**src/rtl/rsmp_pkg.sv**
```systemverilog
// Shared definitions for the cubic resampler: kernel encoding and the
// fixed structural counts of a third-degree, four-sample interpolator.
package rsmp_pkg;
    typedef enum logic {
        KERNEL_EXACT = 1'b0,
        KERNEL_SLOPE = 1'b1
    } kernel_e;

    localparam int TAPS   = 4;  // samples in the window
    localparam int NST    = 3;  // multiply-add steps of the nested evaluation
    localparam int SCALE  = 6;  // common denominator of both kernels
endpackage

```
**src/rtl/rsmp_window.sv**
```systemverilog
// Sample window: shifts one sample in per clock and reports when it holds
// a full set. Element 0 is the newest sample, element TAPS-1 the oldest.
// Assumes a sample is presented on every clock out of reset.
module rsmp_window
    import rsmp_pkg::*;
#(
    parameter int DW = 8
) (
    input  logic                 clk,
    input  logic                 rst_n,
    input  logic signed [DW-1:0] din,
    output logic signed [DW-1:0] win [TAPS],
    output logic                 full
);
    localparam int FW = $clog2(TAPS + 1);

    logic [FW-1:0] fill;

    // shift the newest sample in and age the rest
    always_ff @(posedge clk) begin
        if (!rst_n) begin
            for (int i = 0; i < TAPS; i++) win[i] <= '0;
        end else begin
            win[0] <= din;
            for (int i = 1; i < TAPS; i++) win[i] <= win[i-1];
        end
    end

    // count held samples up to a full window
    always_ff @(posedge clk) begin
        if (!rst_n)
            fill <= '0;
        else if (fill != FW'(TAPS))
            fill <= fill + 1'b1;
    end

    assign full = (fill == FW'(TAPS));
endmodule

```
**src/rtl/rsmp_phase.sv**
```systemverilog
// Phase accumulator: holds the fractional position with one integer bit.
// While the integer bit is clear, it adds the step. While it is set, it drops
// by one instead. Assumes step is below one, so a drop always clears the bit.
module rsmp_phase #(
    parameter int TW = 16
) (
    input  logic          clk,
    input  logic          rst_n,
    input  logic          advance,
    input  logic [TW-1:0] step,
    output logic [TW-1:0] frac,
    output logic          over
);
    logic [TW:0] acc;

    // advance or renormalise the position once the window is full
    always_ff @(posedge clk) begin
        if (!rst_n)
            acc <= '0;
        else if (advance) begin
            if (acc[TW])
                acc <= {1'b0, acc[TW-1:0]};
            else
                acc <= acc + {1'b0, step};
        end
    end

    assign frac = acc[TW-1:0];
    assign over = acc[TW];
endmodule

```
**src/rtl/rsmp_coef.sv**
```systemverilog
// Coefficient combiner: forms the four polynomial coefficients, scaled by
// the common denominator, from the window for the selected kernel. It
// registers them with the position and a valid flag. c4 leaves on its own
// port as the seed of the nested evaluation; c1..c3 leave as an array.
module rsmp_coef
    import rsmp_pkg::*;
#(
    parameter int DW = 8,
    parameter int TW = 16,
    parameter int AW = DW + 7
) (
    input  logic                 clk,
    input  logic                 rst_n,
    input  logic                 mode,
    input  logic signed [DW-1:0] win [TAPS],
    input  logic [TW-1:0]        t_in,
    input  logic                 v_in,
    output logic signed [AW-1:0] c_top,
    output logic signed [AW-1:0] c_low [NST],
    output logic [TW-1:0]        t_out,
    output logic                 v_out
);
    function automatic logic signed [AW-1:0] mulk(input logic signed [AW-1:0] x, input int k);
        return AW'(x * k);
    endfunction

    logic signed [AW-1:0] xm, x0, x1, x2;
    logic signed [AW-1:0] k1, k2, k3, k4;

    // weighted sums of the window for the chosen kernel
    always_comb begin
        xm = AW'(win[3]);
        x0 = AW'(win[2]);
        x1 = AW'(win[1]);
        x2 = AW'(win[0]);
        k1 = mulk(x0, 6);
        if (kernel_e'(mode) == KERNEL_SLOPE) begin
            k2 = mulk(x1 - xm, 3);
            k3 = mulk(mulk(xm, 2) - mulk(x0, 5) + mulk(x1, 4) - x2, 3);
            k4 = mulk(mulk(x0, 3) - mulk(x1, 3) + x2 - xm, 3);
        end else begin
            k2 = mulk(x1, 6) - mulk(xm, 2) - mulk(x0, 3) - x2;
            k3 = mulk(xm, 3) - mulk(x0, 6) + mulk(x1, 3);
            k4 = mulk(x0, 3) - mulk(x1, 3) + x2 - xm;
        end
    end

    // register the coefficients alongside their position and flag
    always_ff @(posedge clk) begin
        if (!rst_n) begin
            c_top <= '0;
            for (int i = 0; i < NST; i++) c_low[i] <= '0;
            t_out <= '0;
            v_out <= 1'b0;
        end else begin
            c_top    <= k4;
            c_low[0] <= k1;
            c_low[1] <= k2;
            c_low[2] <= k3;
            t_out    <= t_in;
            v_out    <= v_in;
        end
    end
endmodule

```
**src/rtl/rsmp_horner.sv**
```systemverilog
// One nested-evaluation step: multiplies the partial value by the position,
// floors the fraction away and adds the selected coefficient. It registers
// the sum and carries the position, flag and coefficients to the next step.
module rsmp_horner
    import rsmp_pkg::*;
#(
    parameter int TW  = 16,
    parameter int AW  = 15,
    parameter int SEL = 2
) (
    input  logic                 clk,
    input  logic                 rst_n,
    input  logic signed [AW-1:0] h_in,
    input  logic signed [AW-1:0] c_in [NST],
    input  logic [TW-1:0]        t_in,
    input  logic                 v_in,
    output logic signed [AW-1:0] h_out,
    output logic signed [AW-1:0] c_out [NST],
    output logic [TW-1:0]        t_out,
    output logic                 v_out
);
    localparam int PW = AW + TW + 1;

    logic signed [AW-1:0] h_next;

    // floor(h * t / 2^TW) plus the coefficient of this step
    always_comb begin
        h_next = AW'((PW'(h_in) * PW'($signed({1'b0, t_in}))) >>> TW) + c_in[SEL];
    end

    // register the step result and carry the rest forward
    always_ff @(posedge clk) begin
        if (!rst_n) begin
            h_out <= '0;
            for (int i = 0; i < NST; i++) c_out[i] <= '0;
            t_out <= '0;
            v_out <= 1'b0;
        end else begin
            h_out <= h_next;
            c_out <= c_in;
            t_out <= t_in;
            v_out <= v_in;
        end
    end
endmodule

```
**src/rtl/rsmp_out.sv**
```systemverilog
// Output stage: removes the common scale by signed division, which truncates
// toward zero. It clamps to the sample range and registers the result. The
// data register loads only with a valid flag and otherwise keeps its value.
module rsmp_out
    import rsmp_pkg::*;
#(
    parameter int DW = 8,
    parameter int AW = DW + 7
) (
    input  logic                 clk,
    input  logic                 rst_n,
    input  logic signed [AW-1:0] h_in,
    input  logic                 v_in,
    output logic signed [DW-1:0] dout,
    output logic                 dout_valid
);
    localparam logic signed [AW-1:0] DEN  = AW'(SCALE);
    localparam logic signed [AW-1:0] YMAX = AW'(2 ** (DW - 1) - 1);
    localparam logic signed [AW-1:0] YMIN = AW'(-(2 ** (DW - 1)));

    logic signed [AW-1:0] q;
    logic signed [DW-1:0] y;

    // descale and clamp to the sample width
    always_comb begin
        q = h_in / DEN;
        if (q > YMAX)
            y = YMAX[DW-1:0];
        else if (q < YMIN)
            y = YMIN[DW-1:0];
        else
            y = q[DW-1:0];
    end

    // publish the value with its strobe
    always_ff @(posedge clk) begin
        if (!rst_n) begin
            dout       <= '0;
            dout_valid <= 1'b0;
        end else begin
            dout_valid <= v_in;
            if (v_in) dout <= y;
        end
    end
endmodule

```
**src/rtl/cubic_resampler.sv**
```systemverilog
// Cubic interpolating fractional resampler. The window, the phase
// accumulator and the coefficient combiner feed a chain of NST
// multiply-add steps and an output stage, five register levels in all.
// Assumes one sample per clock, step below one, and mode changed only in reset.
module cubic_resampler
    import rsmp_pkg::*;
#(
    parameter int DW = 8,
    parameter int TW = 16
) (
    input  logic                 clk,
    input  logic                 rst_n,
    input  logic                 mode,
    input  logic [TW-1:0]        step,
    input  logic signed [DW-1:0] din,
    output logic signed [DW-1:0] dout,
    output logic                 dout_valid
);
    localparam int AW = DW + 7;

    logic signed [DW-1:0] win [TAPS];
    logic                 full;
    logic [TW-1:0]        frac;
    logic                 over;

    logic signed [AW-1:0] hq [NST+1];
    logic signed [AW-1:0] cq [NST+1][NST];
    logic [TW-1:0]        tq [NST+1];
    logic                 vq [NST+1];

    rsmp_window #(.DW(DW)) u_window (
        .clk(clk), .rst_n(rst_n), .din(din), .win(win), .full(full)
    );

    rsmp_phase #(.TW(TW)) u_phase (
        .clk(clk), .rst_n(rst_n), .advance(full), .step(step),
        .frac(frac), .over(over)
    );

    rsmp_coef #(.DW(DW), .TW(TW), .AW(AW)) u_coef (
        .clk(clk), .rst_n(rst_n), .mode(mode), .win(win),
        .t_in(frac), .v_in(full && !over),
        .c_top(hq[0]), .c_low(cq[0]), .t_out(tq[0]), .v_out(vq[0])
    );

    for (genvar s = 0; s < NST; s++) begin : g_step
        rsmp_horner #(.TW(TW), .AW(AW), .SEL(NST - 1 - s)) u_step (
            .clk(clk), .rst_n(rst_n),
            .h_in(hq[s]), .c_in(cq[s]), .t_in(tq[s]), .v_in(vq[s]),
            .h_out(hq[s+1]), .c_out(cq[s+1]), .t_out(tq[s+1]), .v_out(vq[s+1])
        );
    end

    rsmp_out #(.DW(DW), .AW(AW)) u_out (
        .clk(clk), .rst_n(rst_n), .h_in(hq[NST]), .v_in(vq[NST]),
        .dout(dout), .dout_valid(dout_valid)
    );
endmodule

```
**config.mk**
```make
export PLATFORM = sky130hd
export DESIGN_NAME = cubic_resampler
export DESIGN_NICKNAME = d
export VERILOG_FILES = /design/src/rtl/rsmp_pkg.sv /design/src/rtl/rsmp_window.sv /design/src/rtl/rsmp_phase.sv /design/src/rtl/rsmp_coef.sv /design/src/rtl/rsmp_horner.sv /design/src/rtl/rsmp_out.sv /design/src/rtl/cubic_resampler.sv
export SDC_FILE = /design/constraint.sdc
export NUM_CORES = 2
export LEC_CHECK = 0
export ABC_CLOCK_PERIOD_IN_PS = 10700
export BUFFER_PORTS_ARGS = -buffer_cell sky130_fd_sc_hd__buf_2
export CELL_PAD_IN_SITES_DETAIL_PLACEMENT = 0
export CELL_PAD_IN_SITES_GLOBAL_PLACEMENT = 1
export CORE_UTILIZATION = 52
export CTS_CLUSTER_SIZE = 30
export DETAILED_ROUTE_END_ITERATION = 8
export MAX_ROUTING_LAYER = met4
export PLACE_DENSITY = 0.82
export SETUP_SLACK_MARGIN = 0.02
export SKIP_LAST_GASP = 1
export SYNTH_ARGS = -nofsm -noshare
export SYNTH_HDL_FRONTEND = slang
export SYNTH_SLANG_ARGS = --single-unit
```
**constraint.sdc**
```tcl
create_clock -name clk -period 10.7 [get_ports clk]
set_input_delay 0.535 -clock clk [delete_from_list [all_inputs] [get_ports clk]]
set_output_delay 0.535 -clock clk [all_outputs]
set_load 0.1 [all_outputs]
```
-- Word-level counts from Yosys, hierarchy flattened
Cells that the tools add are included.
- input bits: 27
- word-level logic and storage cells: 71
- register bits: 263
- output and inout port bits: 9
- mux-type cells: 6
- reduce and logical (&&, ||, !) cells: 3
- $lt $le $gt $ge: 2
- bitwise logic cells: 1
- add/sub/neg operators: 17
- div/mod/pow operators: 1
- equal/unequal tests: 2
- multipliers: 12
- operators with widths (kind ; number):
    15-bit by 17-bit multiplier with 31-bit output ; 3
    15-bit adder ; 4
    8-bit by 3-bit multiplier with 11-bit output (second input constant) ; 5
    15-bit 2-to-1 mux ; 3
    15-bit subtractor ; 3
    15-bit by 8-bit subtractor with 15-bit output ; 3
    15-bit by 3-bit multiplier with 15-bit output (second input constant) ; 2
    17-bit by 16-bit adder with 17-bit output ; 1
    17-bit 2-to-1 mux ; 1
    8-bit 2-to-1 mux ; 2
    15-bit by 10-bit adder with 15-bit output ; 1
    15-bit by 8-bit adder with 15-bit output ; 1
    15-bit by 4-bit divider with 15-bit output (second input constant) ; 1
    15-bit by 8-bit greater-than comparator with 1-bit output (second input constant) ; 1
    15-bit by 8-bit < comparator with 1-bit output (second input constant) ; 1
    12-bit by 9-bit subtractor with 13-bit output ; 1
    9-bit by 12-bit subtractor with 13-bit output ; 1
    8-bit by 4-bit multiplier with 12-bit output (second input constant) ; 1
    9-bit by 3-bit multiplier with 12-bit output (second input constant) ; 1
    8-bit by 8-bit subtractor with 9-bit output ; 1
    3-bit by 1-bit adder with 3-bit output (second input constant) ; 1
    3-bit == test (second input constant) ; 1
    3-bit != test (second input constant) ; 1
    2-bit AND reduction ; 1
    other kinds (3) ; 3

-- Longest topological paths before layout
- depth after elaboration: 6
- gate-level depth with buffers: 41
- depth with buffers taken out: 40

-- Modules after synthesis
A second synthesis with hierarchy kept.
- cells, all modules: 5134
- area total of the unflattened synthesis: 46522.1 sq um
- modules (own cells, without submodules) (module ; area each (sq um) ; times used ; seq. area each (sq um) ; cells an instance):
    rsmp_horner (g_step[0].u_step) ; 10553.9 ; 1 ; 1541.5 ; 1151
    rsmp_horner (g_step[1].u_step) ; 10473.8 ; 1 ; 1541.5 ; 1137
    rsmp_horner (g_step[2].u_step) ; 10318.6 ; 1 ; 1541.5 ; 1117
    rsmp_coef ; 9989.6 ; 1 ; 1461.4 ; 1099
    rsmp_out ; 2665.1 ; 1 ; 180.2 ; 365
    rsmp_phase ; 1472.7 ; 1 ; 340.3 ; 179
    rsmp_window ; 1034.7 ; 1 ; 700.7 ; 85
    cubic_resampler ; 13.8 ; 1 ; 0.0 ; 1

-- Least setup slack after synthesis
Ideal clock, no wire load.
- path kind: flip-flop to flip-flop
- from: reg g_step[1].u_step.h_out[5]
- to: reg g_step[2].u_step.h_out[14]
- stages on the path, launching flop included: 40
- required time: 10572 ps
- buffers on the path: 1
- clock period less this slack: 8047 ps
- arrival: 7920 ps
- setup time: 128 ps
- path slack: 2653 ps
- path through: dfxtp_1 -> clkbuf_1 -> nand2_1 -> fa_1 -> inv_1 -> fa_1 -> inv_1 -> fa_1 -> fa_1 -> inv_1 -> fa_1 -> fa_1 -> ha_1 -> a21o_1 -> a21o_1 -> a21o_1 -> a21o_1 -> a21oi_1 -> [4 not listed] -> nor2_1 -> nor2b_1 -> o21a_1 -> nor3_1 -> nor2_1 -> ha_1 -> inv_1 -> o21bai_1 -> a21oi_1 -> o21bai_1 -> a21oi_1 -> o21bai_1 -> a21oi_1 -> o21bai_1 -> a21oi_1 -> xnor2_1 -> xnor2_1 -> nor2_1
- longest elaborated chain between the ends: 2
- ends and longest elaborated chain (element ; line ; text):
    start: declaration ; rsmp_horner.sv:17 ; output logic signed [AW-1:0] h_out,
    start signal: assignment ; rsmp_horner.sv:39 ; h_out <= h_next;
    15-bit by 17-bit multiplier with 31-bit output ; rsmp_horner.sv:28 ; h_next = AW'((PW'(h_in) * PW'($signed({1'b0, t_in}))) >>> TW) + c_in[SEL];
    15-bit adder ; rsmp_horner.sv:28 ;
    end signal: assignment ; rsmp_horner.sv:39 ;
    end: declaration ; rsmp_horner.sv:17 ;
Every way passes these cells.
A chain may end at the register's enable or synchronous reset.

-- Worst setup path in the final report
- from: reg g_step[0].u_step.h_out[14]
- to: reg g_step[1].u_step.h_out[14]
- longest elaborated chain between the ends: 2
- ends and longest elaborated chain (element ; line):
    start: declaration ; rsmp_horner.sv:17
    start signal: assignment ; rsmp_horner.sv:39
    15-bit by 17-bit multiplier with 31-bit output ; rsmp_horner.sv:28
    15-bit adder ; rsmp_horner.sv:28
Every way passes these cells.

==> results.py <==
metrics = {
    "logic_synthesis": {
        "synth_compound_area_frac": 0.0901,
        "ys_ff_latch": 250,
        "avgSynthCellArea_sq_um": 8.94,
        "syn_inst": 4570,
        "synthDistinctLibCells": 91,
        "synthArstFlopShare": 0,
        "ys.flop_type": "dfxtp_1",
        "synth_xor_xnor_area_share": 0.0510,
        "synthAdderAreaFrac": 0.484,
        "seq_area_frac_synth": 0.123,
        "yosys_warnings": 0,
        "syn_area_sq_um": 40800,
        "synth-simple-area-share": 0.157,
        "synth_mux_area_frac": 0.00447,
        "syn_nets": 5807,
        "synth-edff-count": 0,
        "synth_top_family_by_area": "adder cells",
    },
    "grt": {
        "antenna_found_initial": 0,
        "grt_pass1_wl_microns": 151000,
        "grt_usage": 0.242,
        "first_global_vias": 30400,
        "grt-ovfl-total": 0,
        "grt_max_degree": 110,
    },
    "floorplanning": {
        "die_h_microns": 282,
        "die_area_sq_um": 79700,
        "initial_core_util": 0.526,
        "rows": 102,
        "io-pin-count": 36,
        "core-area_sq_um": 77600,
        "dieWidth_microns": 282,
    },
    "power": {
        "vdd_drop_max_mv": 0.422,
        "intPower_mw": 3.75,
        "swShare": 0.484,
        "power.share.sequential": 0.196,
        "power_frac_comb": 0.668,
        "clockPowerShare": 0.137,
        "power.density_nw_per_um2": 170,
        "p_sw_mw": 3.51,
        "p_leak_nw": 22.5,
    },
    "drt": {
        "first_pass_iters": 5,
        "routed_wl_microns": 89100,
        "drc": 0,
        "via_per_inst": 5.23,
        "drtAntennaViolNets": 0,
        "post_drt_wl_per_cell_microns": 16.0,
        "drtIter0Drc": 1502,
        "num_vias": 29100,
    },
    "clock_tree": {
        "cts.sinks": 250,
        "cts_hold_buf": 0,
        "cts_tree": "built",
        "clockBufferDepth": 3,
        "h-tree-depth": 1,
        "cts.clk_slew.worst_paths_ns": 0.07,
        "post_cts.repair.setup_buffers": 0,
        "insertion_delay_ns": 0.58,
        "cts_resized": 0,
        "cts_buffers": 29,
        "root_buffer": "clkbuf_16",
    },
    "sta": {
        "fin_crit_ns": 8.72,
        "worstMarginPinSlew_ns": 1.11,
        "setup_tns_ns": 0,
        "fin_crit_sh": 0.815,
        "finalSetupViolCount": 0,
        "layout_setup_ws_ns": 1.98,
        "hold_violations": 0,
        "fmax_mhz": 115,
        "fin_hold_ws_ns": 0.153,
        "rsz0062_at_grt": "false",
        "worst_slew_margin_rel": 0.257,
        "maxSlewViolCount": 0,
        "fin_skew_ns": 0.0147,
    },
    "setup_path": {
        "r2r_start": "g_step[0].u_step.h_out[14]",
        "critPathMaxFanout": 16,
        "critPathMaxStageDelay_ns": 0.84,
        "cp.required_ns": 11.13,
        "start_kind": "flip-flop",
        "crit_path_start": "g_step[0].u_step.h_out[14]",
        "path_class": "reg2reg",
        "cp_common_cell": "a21oi_1",
        "worst_path_max_delay_cell": "dfxtp_1",
        "arrival_ns": 9.15,
        "worst_setup_path_end_kind": "flip-flop",
    },
    "placed_design": {
        "portBuffers": 35,
        "place.gp.congestion": 0.853,
        "dp_hpwl_microns": 73200,
        "dp_cells": 5506,
        "dp_slack_ns": 2.00,
    },
    "min_path": {
        "hp-start": "din[7]",
        "worstHoldPathType": "in2reg",
    },
    "layout": {
        "drive_gt1_frac": 0.0290,
        "final_cell_mix": "inv_1 (818), fa_1 (617), ha_1 (593)",
        "nets": 5734,
        "final_common_cell": "inv_1",
        "final_cells": 5560,
        "syn_to_final_growth_pct": 4.67,
        "antennaDiodeCount": 0,
    },
    "run": {
        "cap_violations": 0,
    },
    "outcome": {
        "status": "finished, final reports clean",
    },
}
## worst paths after layout
| path | to | slack [ns] | cells past startpoint |
|---|---|---|---|
| setup / recovery | g_step[1].u_step.h_out[14] | 1.98 | 34 |
| hold / removal | u_window.win[31] | 0.15 | 2 |
| setup reg to reg | g_step[1].u_step.h_out[14] | 1.98 | 34 |
| hold reg to reg | g_step[0].u_step.c_out[25] | 0.43 | 1 |
## logic make-up (layout without fill, tap and decap cells)
kind of cell    after synthesis  in the layout
xor+xnor                    238            238
simple gates               1320           1320
buf+inv                     971            921
compound gates              563            563
flops                       250            250
mux                          17             17
fa+ha+maj                  1211           1211
## worst max-delay path: cells and delay by family, from the launching register on
| kind | cells | cell delay [ns] |
|---|---|---|
| DFF | 1 | 0.84 |
| adders and majority gates | 8 | 3.77 |
| and+or+nand+nor | 4 | 0.57 |
| AOI/OAI and AO/OA | 16 | 2.78 |
| xor gates and xnor gates | 3 | 0.43 |
| buffers and inverters | 3 | 0.18 |
## per-stage QoR
stage                     power (mW)  utilization  instance area [sq um]
after floorplan                 5.19            -                  40800
after global placement          6.23        0.539                  41800
after detailed placement        6.26        0.539                  41800
after CTS                       7.34        0.551                  42800
after global routing            8.04        0.551                  42800
final                           7.26        0.551                  42800
## flip-flops by register name (all words and copies together), names as in the netlist
name and flops:
g_step.u_step.c_out 37, g_step.u_step.h_out 45, g_step.u_step.t_out 32, g_step.u_step.v_out 3, u_coef.c_low 40, u_coef.c_top 15
u_coef.t_out 16, u_coef.v_out 1, u_out.dout 8, u_out.dout_valid 1, u_phase.acc 17, u_window.fill 3
u_window.win 32
## cell usage after synthesis, drive strengths merged, types with 9 or more instances
| library cell | count | area share |
|---|---|---|
| nand2b | 58 | 0.0089 |
| nand2 | 519 | 0.048 |
| a211oi | 11 | 0.0021 |
| inv | 819 | 0.075 |
| o21a | 15 | 0.0028 |
| xnor2 | 178 | 0.038 |
| buf | 14 | 0.0025 |
| clkbuf | 138 | 0.013 |
| o31ai | 9 | 0.0019 |
| a21boi | 14 | 0.0026 |
| and3 | 10 | 0.0015 |
| a21oi | 188 | 0.023 |
| a31oi | 10 | 0.0015 |
| a21o | 62 | 0.011 |
| mux2i | 16 | 0.0039 |
| and2 | 358 | 0.055 |
| o211ai | 9 | 0.0017 |
| nand4 | 10 | 0.0015 |
| xor2 | 60 | 0.013 |
| nor3 | 41 | 0.0056 |
| nor2 | 224 | 0.021 |
| dfxtp | 250 | 0.12 |
| ha | 593 | 0.18 |
| fa | 617 | 0.30 |
| nor2b | 27 | 0.0041 |
| nand3 | 27 | 0.0034 |
| or3 | 16 | 0.0025 |
| o21bai | 72 | 0.013 |
| o21ai | 106 | 0.013 |
## metal layers
| metal | GRT usage | share of wire |
|---|---|---|
| met4 | 0.0563 | 0.023 |
| met1 | 0.319 | 0.46 |
| met3 | 0.0195 | 0.034 |
| met2 | 0.406 | 0.48 |
| met5 | - | 0 |
## power groups by stage
| stage | clock network (mW) | logic [mW] | registers, mW |
|---|---|---|---|
| floorplan | 0 | 4.01 | 1.18 |
| global route | 1.06 | 5.53 | 1.46 |
| detailed placement | 0 | 4.82 | 1.44 |
| CTS | 1.03 | 4.89 | 1.42 |
| global placement | 0 | 4.79 | 1.43 |
| finish | 0.994 | 4.85 | 1.42 |
## cell type report
| cell class | count | area (sq um) |
|---|---|---|
| tap | 1040 | 1300 |
| clock buffer | 39 | 793 |
| inverter | 819 | 3080 |
| multi-input combinational | 3349 | 32100 |
| sequential | 250 | 5000 |
| timing repair buffer | 48 | 275 |
| fill | 7255 | 34800 |
| clock inverter | 15 | 153 |
No activity file was read; power rests on OpenSTA's default activity.
